## config.mk

```make
export PLATFORM = sky130hd
export DESIGN_NAME = rx_gain_ctrl
export DESIGN_NICKNAME = d
export VERILOG_FILES = /design/src/rtl/rgc_pkg.sv /design/src/rtl/rgc_sync.sv /design/src/rtl/rgc_src_fsm.sv /design/src/rtl/rgc_split.sv /design/src/rtl/rx_gain_ctrl.sv
export SDC_FILE = /design/constraint.sdc
export NUM_CORES = 1
export LEC_CHECK = 0
export BUFFER_PORTS_ARGS = -buffer_cell sky130_fd_sc_hd__buf_2
export CORE_AREA = 3 3 64 66
export CTS_BUF_LIST = sky130_fd_sc_hd__clkbuf_2
export DETAILED_ROUTE_END_ITERATION = 7
export DIE_AREA = 0 0 67 69
export PLACE_DENSITY = 0.59
export SYNTH_ARGS = -nofsm -noshare
export SYNTH_HDL_FRONTEND = slang
export SYNTH_HIERARCHICAL = 1
export SYNTH_SLANG_ARGS = --single-unit
```

## constraint.sdc

```tcl
create_clock -name clk -period 10.7 [get_ports clk]
set_clock_uncertainty 0.2 [all_clocks]
set_input_delay 2.675 -clock clk [delete_from_list [all_inputs] [get_ports clk]]
set_output_delay 2.675 -clock clk [all_outputs]
set_load 0.05 [all_outputs]
```

## src/rtl/rgc_pkg.sv

```systemverilog
package rgc_pkg;
    localparam int CODE_W   = 5;
    localparam int STAGE_W  = 3;
    localparam int LOW_TOP  = 5;   // last code handled by the lowest coarse step
    localparam int MID_TOP  = 17;  // last code of the three-code coarse steps
    localparam int WB_CODE  = 18;  // applied ceiling in wide-bandwidth mode
    localparam int MAX_CODE = 21;

    typedef enum logic [1:0] {
        ST_PIN_IDLE = 2'd0,
        ST_PIN_HOLD = 2'd1,
        ST_REG      = 2'd2
    } src_state_t;

    typedef struct packed {
        logic [STAGE_W-1:0] coarse;
        logic [STAGE_W-1:0] fine;
    } stage_t;

    function automatic stage_t split_code(logic [CODE_W-1:0] c, logic wb);
        stage_t r;
        logic [CODE_W-1:0] off;
        off = c - CODE_W'(LOW_TOP + 1);
        if (c <= CODE_W'(LOW_TOP)) begin
            r.coarse = '0;
            r.fine   = STAGE_W'(c);
        end else if (c <= CODE_W'(MID_TOP)) begin
            r.coarse = STAGE_W'(CODE_W'(1) + off / CODE_W'(3));
            r.fine   = STAGE_W'(CODE_W'(3) + off % CODE_W'(3));
        end else if (wb) begin
            r.coarse = STAGE_W'(4);
            r.fine   = STAGE_W'(6);
        end else begin
            r.coarse = STAGE_W'(5);
            r.fine   = STAGE_W'(c - CODE_W'(15));
        end
        return r;
    endfunction
endpackage

```

## src/rtl/rgc_sync.sv

```systemverilog
module rgc_sync #(
    parameter int STAGES = 2
) (
    input  logic clk,
    input  logic rst_n,
    input  logic d,
    output logic q
);
    logic [STAGES-1:0] chain;

    generate
        for (genvar i = 0; i < STAGES; i++) begin : g_stage
            if (i == 0) begin : g_first
                always_ff @(posedge clk or negedge rst_n) begin
                    if (!rst_n) chain[0] <= 1'b0;
                    else        chain[0] <= d;
                end
            end else begin : g_next
                always_ff @(posedge clk or negedge rst_n) begin
                    if (!rst_n) chain[i] <= 1'b0;
                    else        chain[i] <= chain[i-1];
                end
            end
        end
    endgenerate

    assign q = chain[STAGES-1];
endmodule

```

## src/rtl/rgc_src_fsm.sv

```systemverilog
module rgc_src_fsm
    import rgc_pkg::*;
#(
    parameter int W   = CODE_W,
    parameter int TOP = MAX_CODE
) (
    input  logic         clk,
    input  logic         rst_n,
    input  logic         wr_en,
    input  logic [W:0]   wr_data,
    input  logic         strobe_s,
    input  logic [W-1:0] pins,
    output logic [W-1:0] code_q,
    output logic         src_reg
);
    src_state_t state, state_nx;
    logic         load_en;
    logic [W-1:0] load_raw;
    logic [W-1:0] load_val;

    // State register
    always_ff @(posedge clk or negedge rst_n) begin
        if (!rst_n) state <= ST_PIN_IDLE;
        else        state <= state_nx;
    end

    // Next state
    always_comb begin
        state_nx = state;
        if (wr_en) begin
            if (wr_data[W])    state_nx = ST_REG;
            else if (strobe_s) state_nx = ST_PIN_HOLD;
            else               state_nx = ST_PIN_IDLE;
        end else begin
            unique case (state)
                ST_PIN_IDLE: if (strobe_s)  state_nx = ST_PIN_HOLD;
                ST_PIN_HOLD: if (!strobe_s) state_nx = ST_PIN_IDLE;
                ST_REG:      state_nx = ST_REG;
                default:     state_nx = ST_PIN_IDLE;
            endcase
        end
    end

    // Outputs: load decision and source flag
    always_comb begin
        load_en  = 1'b0;
        load_raw = '0;
        src_reg  = (state == ST_REG);
        if (wr_en) begin
            load_en  = wr_data[W];
            load_raw = wr_data[W-1:0];
        end else begin
            unique case (state)
                ST_PIN_IDLE: begin
                    load_en  = strobe_s;
                    load_raw = pins;
                end
                ST_PIN_HOLD: load_en = 1'b0;
                ST_REG:      load_en = 1'b0;
                default:     load_en = 1'b0;
            endcase
        end
        load_val = (load_raw > W'(TOP)) ? W'(TOP) : load_raw;
    end

    always_ff @(posedge clk or negedge rst_n) begin
        if (!rst_n)       code_q <= '0;
        else if (load_en) code_q <= load_val;
    end
endmodule

```

## src/rtl/rgc_split.sv

```systemverilog
module rgc_split
    import rgc_pkg::*;
#(
    parameter int W   = CODE_W,
    parameter int CAP = WB_CODE
) (
    input  logic               [W-1:0] code_q,
    input  logic                       wideband_en,
    output logic               [W-1:0] applied,
    output logic         [STAGE_W-1:0] coarse,
    output logic         [STAGE_W-1:0] fine
);
    stage_t st;

    always_comb begin
        applied = (wideband_en && code_q > W'(CAP)) ? W'(CAP) : code_q;
        st      = split_code(applied, wideband_en);
        coarse  = st.coarse;
        fine    = st.fine;
    end
endmodule

```

## src/rtl/rx_gain_ctrl.sv

```systemverilog
module rx_gain_ctrl
    import rgc_pkg::*;
#(
    parameter int SYNC_STAGES = 2
) (
    input  logic              clk,
    input  logic              rst_n,
    input  logic              wr_en,
    input  logic [CODE_W:0]   wr_data,
    input  logic              wideband_en,
    input  logic              gain_strobe,
    input  logic [CODE_W-1:0] gain_pins,
    output logic [CODE_W:0]   rd_data,
    output logic [CODE_W-1:0] gain_code,
    output logic [STAGE_W-1:0] coarse_sel,
    output logic [STAGE_W-1:0] fine_sel
);
    logic              strobe_s;
    logic [CODE_W-1:0] code_q;
    logic              src_reg;

    rgc_sync #(.STAGES(SYNC_STAGES)) u_sync (
        .clk   (clk),
        .rst_n (rst_n),
        .d     (gain_strobe),
        .q     (strobe_s)
    );

    rgc_src_fsm #(.W(CODE_W), .TOP(MAX_CODE)) u_fsm (
        .clk      (clk),
        .rst_n    (rst_n),
        .wr_en    (wr_en),
        .wr_data  (wr_data),
        .strobe_s (strobe_s),
        .pins     (gain_pins),
        .code_q   (code_q),
        .src_reg  (src_reg)
    );

    rgc_split #(.W(CODE_W), .CAP(WB_CODE)) u_split (
        .code_q      (code_q),
        .wideband_en (wideband_en),
        .applied     (gain_code),
        .coarse      (coarse_sel),
        .fine        (fine_sel)
    );

    assign rd_data = {src_reg, gain_code};
endmodule

```

==> results.txt <==
----------------------------------------------------
[Power]
  PD cells ... 330 mW/mm^2
  Fraction of power spent switching nets ... between 60% and 70%
  Net load switching power ... ~330 uW
  Total power of the final layout ... between 500 and 600 uW
  Fraction of power consumed by sequential logic ... 8.8%
  Combinational group share of total power ... 87.3%
  Clock network fraction of total power ... between 3 and 4%
  Leakage power summed over all cells ... 0.000745 uW
  Max VDD drop ... 0.102 mV
  Internal power component ... about 220 uW

[Global route]
  Remaining Overflow, GRT ... 0
  Global-route wire length before repair ... slightly above 6000 microns
  Total global-route track usage ... 16.1%
  Initial antenna violation count ... 0
  Via count of the first global-routing pass ... around 1400
  Pin count of the biggest net entering global routing ... 17

[Die]
  Total I/O pin count ... 33
  Die area ... between 0.004 and 0.005 sq mm
  Area of the core ... roughly 0.0036 sq mm
  Die Width ... between 60 and 70 microns
  Initial Utilization ... 39.1%
  Cell row count ... 22
  Height of the chip ... between 60 and 70 microns

[STA]
  Peak clock frequency supported by timing ... 96.3 MHz
  Slew headroom ... a little under three fifths
  Setup-violating endpoint count in the final report ... 0
  Transition time of the tightest slew-check pin ... 0.662 ns
  Period Utilization, post-route ... between 90 and 100%
  Endpoints failing hold ... 0
  Fin. max-slew vios ... 0
  Setup TNS Final ... 0 ns
  Shortest period the worst path allows ... ~10 ns
  Setup repair after global routing missed its margin ... no

[Synthesis]
  Synthesized area per cell ... a little over 8 sq um
  Mux share of post-synthesis cell area ... under 10%
  Adder and majority cell fraction of the synthesized area ... between 10% and 20%
  Sequential cell area fraction in the yosys report ... 15.8%
  Post-synthesis net count ... slightly above 200
  Synthesis warning total ... 6
  Primary flip-flop cell chosen by synthesis mapping ... dfrtp_1
  Post-synthesis async set-or-reset flop share ... 100%
  Mapped cell area ... roughly 0.0014 sq mm
  Synth Register Bits ... 9
  Post-Synth Simple-Gate Area ... between 10% and 20%
  Area share of xor/xnor cells in the synthesized design ... 4.23%
  Number of cells produced by synthesis ... approximately 180
  Number of enable flip-flop cells after synthesis ... 0
  Complex-gate fraction of the synthesized area ... 36.3%
  Main combinational cell family by area after synthesis ... compound AO/OA/AOI/OAI gates
  Unique cell type count in the Yosys netlist ... 58

[Hold path]
  Cells on Worst Hold Path ... 0
  Hold WC Path Type ... reg2reg

[Placement]
  Final RePlAce weighted congestion ... between 0.8 and 0.9
  Total placed cells including tap cells ... ~250
  Cell area after placement ... about 0.0016 sq mm
  Post-detail-place hpwl ... 2920 microns
  Quantity of I/O buffers inserted on ports ... 32

[Clocking]
  Clock root cell ... clkbuf_2
  Post-CTS setup buffer count ... 0
  Clock-pin slew on the worst setup and hold paths ... 0.10 ns
  CTS tree ... built
  Clock buffer count from CTS ... 3
  Clock Latency Late Sink ... roughly 0.24 ns
  Number of gates resized after CTS ... 0
  Sinks on the clock net ... 9
  Worst-case clock buffer depth ... 2
  Number of buffers inserted for hold repair after clock tree synthesis ... 0
  CTS H-tree depth ... 1

[Setup path]
  Endpoint required time on the critical path ... between 7 and 8 ns
  Crit Path Max Fanout ... 10
  Critical Path Sink Type ... output pin
  Crit path launch type ... primary input
  Startpoint-to-endpoint class of the critical path ... in2out
  Biggest cell delay along the critical path ... roughly 0.41 ns
  Slowest cell on the critical path ... o41a_1
  Arrival time at the worst endpoint ... between 7 and 8 ns
  Worst Reg2Reg Path Length in Cells ... 4

[Final layout]
  Final core utilization ... 45.9%
  Number of non-filler instances in the completed layout ... 250
  Synthesis-to-layout area growth ... 17.4%
  Design area ... 0.00167 sq mm
  Number of antenna cells inserted ... 0
  Most frequent standard cell in the layout excluding fill and tap cells ... buf_2
  Proportion of layout cells with a drive suffix above 1 ... 32.7%
  Commonest non-fill, non-tap cells in the layout ... buf_2, nor2_1, a21oi_1
  Post-layout net count ... 231

[Route]
  Violation count after the first detailed-route iteration ... 130
  DRC violations left ... 0
  DR vias/cell ... 5.87
  Number of iterations in the first detailed-routing pass ... 4
  Final wirelength ... about 3600 microns
  Per-cell routed wire length ... 14.6 microns
  Number of routed nets with antenna violations ... 0
  Via count ... between 1000 and 1500

[Flow run]
  Reported max-cap violation count ... 0

[Outcome]
  Status ... complete, no violations

----------------------------------------------------
stage by stage:
| step | hold WS [ns] | setup slack [ns] |
|---|---|---|
| 2_1_floorplan | 0.131 | 0.0166 |
| 3_3_place_gp | 0.136 | 0.394 |
| 3_5_place_dp | 0.153 | 0.240 |
| 4_1_cts | 0.175 | 0.237 |
| 5_1_grt | 0.181 | 0.0330 |
| 6_report | 0.176 | 0.314 |
synthesized netlist by cell type (all sizes together) (4+ instances only):
master / number / area share, %
nor2: 15 / 4.0
nand2: 12 / 3.2
a21boi: 4 / 2.9
xnor2: 4 / 2.5
inv: 11 / 2.9
buf: 14 / 7.5
nor4b: 6 / 4.1
ha: 12 / 11
dfrtp: 9 / 16
a21oi: 16 / 6.2
o21ai: 10 / 3.8
power by group through the flow:
stage	registers (uW)	clock network (uW)	logic, uW
3_3_place_gp	48.7	0	454
6_report	48.5	21.2	481
2_1_floorplan	42.0	0	377
3_5_place_dp	49.2	0	468
4_1_cts	48.5	21.8	469
5_1_grt	50.2	23.6	523
kinds of logic (layout without fill, tap and decap cells):
logic type | count (synthesis) | count (layout)
compound gates | 68 | 68
xor+xnor | 6 | 6
fa+ha+maj | 12 | 12
buf+inv | 26 | 53
flops | 9 | 9
mux | 5 | 5
simple gates | 49 | 49
registers in the layout, summed over array words and instances (netlist names):
register	cells
u_fsm/code_q	5
u_fsm/state	2
u_sync/chain	1
u_sync/q	1
path summary, 6_finish.rpt:
check                                      from              end  slack (ns)
worst max-delay path                wideband_en      fine_sel[2]        0.31
worst max register to register   u_fsm/state[1]  u_fsm/code_q[0]        9.02
max in group asynchronous                 rst_n  u_fsm/code_q[1]        8.04
worst min-delay path            u_sync/chain[0]         u_sync/q        0.18
worst min register to register  u_sync/chain[0]         u_sync/q        0.18
min in group asynchronous                 rst_n   u_fsm/state[0]        2.06
cell type report:
| type | count | area, sq um |
|---|---|---|
| clock buffers | 4 | 20.0 |
| fillers | 393 | 1960 |
| inverters | 11 | 45.0 |
| multi-input cells | 140 | 1110 |
| flip-flops and latches | 9 | 225 |
| well taps | 48 | 60.1 |
| repair buffers | 38 | 205 |
layer usage:
metal | up-vias | wire [microns] | GRT usage [%]
met5 | - | 0 | 0
met4 | 0 | 74 | 4.50
met3 | 11 | 95 | 1.47
met2 | 34 | 1920 | 27.4
met1 | 699 | 1560 | 21.0
li1 | 723 | - | -
critical path, delay by kind of cell:
family,cells,cell delay (ns)
multiplexers,1,0.21
XOR/XNOR,3,0.64
buffers and inverters,5,0.60
AND/OR/NAND/NOR,3,0.43
AO/OA/AOI/OAI,10,2.10
adder cells (fa/ha/maj),4,0.83
Power figures use the tool's default switching activity.
